==> src/rtl/seg_scan_pkg.sv <==
package seg_scan_pkg;
   localparam int NIB_W = 4;
   localparam int SEG_W = 8;
   typedef logic [6:0] glyph_t;   // a..g, active low, a in the MSB
endpackage

==> src/rtl/seg_glyph_rom.sv <==
module seg_glyph_rom
   import seg_scan_pkg::*;
(
   input  logic [NIB_W-1:0] nib,
   output glyph_t           glyph_n
);
   always_comb begin
      unique case (nib)
         4'h0: glyph_n = 7'b0000001;
         4'h1: glyph_n = 7'b1001111;
         4'h2: glyph_n = 7'b0010010;
         4'h3: glyph_n = 7'b0000110;
         4'h4: glyph_n = 7'b1001100;
         4'h5: glyph_n = 7'b0100100;
         4'h6: glyph_n = 7'b0100000;
         4'h7: glyph_n = 7'b0001111;
         4'h8: glyph_n = 7'b0000000;
         4'h9: glyph_n = 7'b0000100;
         4'hA: glyph_n = 7'b0001000;
         4'hB: glyph_n = 7'b1100000;
         4'hC: glyph_n = 7'b0110001;
         4'hD: glyph_n = 7'b1000010;
         4'hE: glyph_n = 7'b0110000;
         default: glyph_n = 7'b0111000;
      endcase
   end
endmodule

==> src/rtl/seg_prescaler.sv <==
module seg_prescaler #(
   parameter int SLOT_CYCLES = 50000,
   localparam int CNT_W = $clog2(SLOT_CYCLES)
) (
   input  logic             clk,
   input  logic             rst,
   output logic [CNT_W-1:0] cnt,
   output logic             slot_last
);
   localparam bit IS_POW2 = (SLOT_CYCLES & (SLOT_CYCLES - 1)) == 0;

   assign slot_last = (cnt == CNT_W'(SLOT_CYCLES - 1));

   generate
      if (IS_POW2) begin : g_wrap
         always_ff @(posedge clk) begin
            if (rst) cnt <= '0;
            else     cnt <= cnt + CNT_W'(1);
         end
      end else begin : g_cmp
         always_ff @(posedge clk) begin
            if (rst || slot_last) cnt <= '0;
            else                  cnt <= cnt + CNT_W'(1);
         end
      end
   endgenerate
endmodule

==> src/rtl/seg_digit_seq.sv <==
module seg_digit_seq #(
   parameter int NUM_DIGITS = 4,
   localparam int IDX_W = (NUM_DIGITS > 1) ? $clog2(NUM_DIGITS) : 1
) (
   input  logic             clk,
   input  logic             rst,
   input  logic             advance,
   output logic [IDX_W-1:0] idx
);
   always_ff @(posedge clk) begin
      if (rst)
         idx <= '0;
      else if (advance)
         idx <= (idx == IDX_W'(NUM_DIGITS - 1)) ? '0 : idx + IDX_W'(1);
   end
endmodule

==> src/rtl/seg_scan_top.sv <==
module seg_scan_top
   import seg_scan_pkg::*;
#(
   parameter int NUM_DIGITS   = 4,
   parameter int CLK_HZ       = 50_000_000,
   parameter int SCAN_HZ      = 1000,
   parameter int BLANK_CYCLES = 250
) (
   input  logic                        clk,
   input  logic                        rst,
   input  logic [NIB_W*NUM_DIGITS-1:0] digit_val,
   input  logic [NUM_DIGITS-1:0]       dp_in,
   input  logic [NUM_DIGITS-1:0]       blank_in,
   output logic [SEG_W-1:0]            seg_n,
   output logic [NUM_DIGITS-1:0]       an_n
);
   localparam int SLOT_CYCLES = CLK_HZ / SCAN_HZ;
   localparam int CNT_W       = $clog2(SLOT_CYCLES);
   localparam int IDX_W       = (NUM_DIGITS > 1) ? $clog2(NUM_DIGITS) : 1;

   generate
      if (SLOT_CYCLES <= BLANK_CYCLES) begin : g_bad_slot
         $error("seg_scan_top: slot of %0d cycles leaves no lit time", SLOT_CYCLES);
      end
      if (BLANK_CYCLES < 1) begin : g_bad_blank
         $error("seg_scan_top: BLANK_CYCLES must be at least 1");
      end
      if (NUM_DIGITS < 1) begin : g_bad_digits
         $error("seg_scan_top: NUM_DIGITS must be at least 1");
      end
   endgenerate

   logic [CNT_W-1:0] cnt;
   logic             slot_last;
   logic [IDX_W-1:0] idx;

   seg_prescaler #(.SLOT_CYCLES(SLOT_CYCLES)) u_pre (
      .clk(clk), .rst(rst), .cnt(cnt), .slot_last(slot_last)
   );

   seg_digit_seq #(.NUM_DIGITS(NUM_DIGITS)) u_seq (
      .clk(clk), .rst(rst), .advance(slot_last), .idx(idx)
   );

   // digit data split per position
   logic [NIB_W-1:0] nib_arr [NUM_DIGITS];
   generate
      for (genvar g = 0; g < NUM_DIGITS; g++) begin : g_split
         assign nib_arr[g] = digit_val[g*NIB_W +: NIB_W];
      end
   endgenerate

   logic [NIB_W-1:0] cur_nib;
   logic             cur_dp;
   logic             cur_blank;
   logic             show;
   glyph_t           glyph_n;

   assign cur_nib   = nib_arr[idx];
   assign cur_dp    = dp_in[idx];
   assign cur_blank = blank_in[idx];
   assign show      = (cnt >= CNT_W'(BLANK_CYCLES)) && !cur_blank;

   seg_glyph_rom u_rom (.nib(cur_nib), .glyph_n(glyph_n));

   logic [NUM_DIGITS-1:0] an_next;
   generate
      for (genvar g = 0; g < NUM_DIGITS; g++) begin : g_an
         assign an_next[g] = !(show && (idx == IDX_W'(g)));
      end
   endgenerate

   always_ff @(posedge clk) begin
      if (rst) begin
         an_n  <= '1;
         seg_n <= '1;
      end else begin
         an_n  <= an_next;
         seg_n <= show ? {glyph_n, ~cur_dp} : '1;
      end
   end
endmodule

==> config.mk <==
export PLATFORM = sky130hd
export DESIGN_NAME = seg_scan_top
export DESIGN_NICKNAME = d
export VERILOG_FILES = /design/src/rtl/seg_scan_pkg.sv /design/src/rtl/seg_glyph_rom.sv /design/src/rtl/seg_prescaler.sv /design/src/rtl/seg_digit_seq.sv /design/src/rtl/seg_scan_top.sv
export SDC_FILE = /design/constraint.sdc
export NUM_CORES = 1
export LEC_CHECK = 0
export BUFFER_PORTS_ARGS = -buffer_cell sky130_fd_sc_hd__buf_2
export CAP_MARGIN = 20
export CORE_ASPECT_RATIO = 0.75
export CORE_MARGIN = 8
export CORE_UTILIZATION = 58
export DETAILED_ROUTE_END_ITERATION = 16
export PLACE_DENSITY = 0.89
export SYNTH_ARGS = -nofsm -noshare
export SYNTH_HDL_FRONTEND = slang
export SYNTH_SLANG_ARGS = --single-unit
==> constraint.sdc <==
create_clock -name clk -period 4.5 [get_ports clk]
set_input_delay 0.9 -clock clk [delete_from_list [all_inputs] [get_ports clk]]
set_output_delay 0.9 -clock clk [all_outputs]
set_load 0.02 [all_outputs]
==> impl_metrics.toml <==
[grt]
overflow = 0
antenna_found_initial = 0
grt_pass1_vias = 1504
grt_max_degree = 17
grt_use_total_pct = 19.1
grt_pass1_wl_microns = 7380

[place]
dp.cells = 236
routabilityCongestion = 0.811
dp_hpwl_microns = 2870
io_buffers = 37
preCtsSetupSlack_ps = 1800
place_area_sq_mm = 0.00190

[worst_setup_path]
worstSetupStartpointType = "flop"
crit_type = "flop to flop"
critPathMaxFanout = 15
cp_cell_sequence = "mux4_2 > a311oi_2 > o311ai_0"
rr_worst_depth = 3
worst_ep_arrival_time_ps = 2810
cp-end-kind = "flop"
worstPathRequired_ps = 4590
cpPeakStageDelay_ps = 830
cp_slowest_cell = "a311oi_2"

[synthesis]
yosys.area.top_type_share_pct = 35.2
synth_edf_count = 0
ys_types = 38
yosys-top-cells-area = "dfxtp_1 (35%), ha_1 (8.8%), mux4_2 (7.9%)"
post-synth-top-count-cell = "dfxtp_1"
syn_inst = 167
synth-seq-area-share_pct = 35.2
synth_nets = 205
ys.flop_type = "dfxtp_1"
synth_commonest_cells = "dfxtp_1 (30), nor2_1 (17), ha_1 (12), nand2_1 (12), xor2_1 (10)"
yosys_warnings = 0
ys_ff_latch = 30
synth_top_area_cell = "dfxtp_1"
async_flop_share_pct = 0
synth.avg_cell_area_sq_um = 10.2
syn_area_sq_mm = 0.00171

[outcome]
outcome = "finished clean"

[clock_tree]
insertion_delay_ps = 290
numCtsBuffers = 5
cts_resized = 0
clkTransAtPathRegs_ps = 70
clock_path_buffers = 2
clock_sinks = 30
post_cts_buffers = 0
cts_tree = "built"
cts_hold_buf = 0
cts_max_level = 2
root_buffer = "clkbuf_8"

[sta]
finClkSkew_ps = 6.40
finalSetupTns_ps = 0
min_period_ps = 2720
rsz0062_at_grt = "false"
hold_violations = 0
period_share_pct = 60.4
final_max_slew_viol_count = 0
slew_headroom_pct = 37.3
tightest_slew_ps = 941
final.setup.worst_slack_ps = 1780
setup_viol = 0
fmax_mhz = 368

[drt]
wl_microns = 4450
drt_iter0_markers = 83
vias = 1438
wl_per_cell_microns = 18.3
drcViolationCount = 0
routed_via_density = 5.89
postRouteAntennaNets = 0
dr.pass1.iters = 4

[cells_and_area]
layout-drive-gt1-share_pct = 28.2
final_nets = 243
area_growth_pct = 19.4
fillCellCount = 203
stdcell_count = 244
diodes = 0
final_area_sq_mm = 0.00204

[floorplanning]
floorplan.initialDensity_pct = 59.4
fp.dieW_microns = 78.6
pin_count = 38
core_area_sq_mm = 0.00287
dieArea_sq_mm = 0.00495
rows = 17
die_h_microns = 63.0

[power]
p_leak_nw = 0.818
p_total_uw = 668
power.density_mw_per_mm2 = 328
max-vdd-ir-drop_mv = 0.349

[hold_path]
hp-class = "flop to flop"
min_path_cells = 1

[run]
maxCapViolCount = 0
sequential cells by signal, summed over array words and instances (netlist names):
signal	flops
u_seq.idx	2
seg_n	8
an_n	4
u_pre.cnt	16
routing by layer:
layer | global-route usage, % | vias to the layer above | wire [microns]
li1 | - | 681 | -
met1 | 22.2 | 678 | 1870
met2 | 29.2 | 67 | 2060
met3 | 7.33 | 12 | 388
met4 | 10.8 | 0 | 138
met5 | 0 | - | 0
layout make-up:
cell class	count	area [sq um]	share of cell area [%]
Tap cell	38	47.5	2.33
Multi-Input combinational cell	124	1040	50.8
Clock buffer	6	82.6	4.05
Clock inverter	2	60.1	2.95
Sequential cell	30	601	29.5
Timing Repair Buffer	37	185	9.09
Inverter	7	26.3	1.29
cells in the final DEF, fill, tap and decap left out, drive strengths merged, types with 2 or more instances in the layout:
cell | synthesis | layout
clkbuf | 2 | 6
ha | 12 | 12
o221ai | 3 | 3
nand3 | 6 | 6
and4 | 3 | 3
xnor2 | 6 | 6
inv | 7 | 7
nor4 | 2 | 2
nor2 | 17 | 17
nand2 | 12 | 12
and3 | 3 | 3
mux4 | 7 | 7
mux2i | 10 | 10
nand2b | 2 | 2
nand3b | 2 | 2
a21oi | 5 | 5
dfxtp | 30 | 30
bufinv | 0 | 2
mux2 | 3 | 3
or3 | 5 | 5
o21ai | 2 | 2
xor2 | 10 | 10
o311ai | 3 | 3
buf | 4 | 37
nand4 | 5 | 5
per-stage QoR:
stage | hold slack, ps | utilization [%]
floorplan | 437 | -
global placement | 456 | 66.0
detailed placement | 463 | 66.0
CTS | 478 | 71.0
global route | 495 | 71.0
finish | 482 | 71.0
cell families (layout without fill, tap and decap cells):
| family | Yosys count | after routing | synth area share [%] |
|---|---|---|---|
| flip-flops | 30 | 30 | 35.2 |
| AND/OR/NAND/NOR | 60 | 60 | 18.4 |
| buffers and inverters | 13 | 52 | 4.11 |
| adder cells (fa/ha/maj) | 12 | 12 | 8.80 |
| XOR/XNOR | 16 | 16 | 8.21 |
| multiplexers | 20 | 20 | 18.0 |
| AO/OA/AOI/OAI | 16 | 16 | 7.26 |
report_power, final:
group | internal [mW] | switching (mW) | leakage [nW]
Combinational | 0.0256 | 0.0298 | 0.504
Clock | 0.236 | 0.106 | 0.0714
Sequential | 0.268 | 0.00279 | 0.243
final timing paths:
kind                                    from      endpoint  slack, ps
worst max register to register  u_seq.idx[0]      seg_n[5]       1780
worst max-delay path            u_seq.idx[0]      seg_n[5]       1780
worst min-delay path            u_pre.cnt[0]  u_pre.cnt[0]        480
worst min register to register  u_pre.cnt[0]  u_pre.cnt[0]        480
worst max-delay path, delay by kind of cell, from the launching register on:
kind | cells | cell delay, ps
muxes | 1 | 640
DFF | 1 | 760
AOI/OAI and AO/OA | 2 | 1130
(Power assumes the default switching activity.)
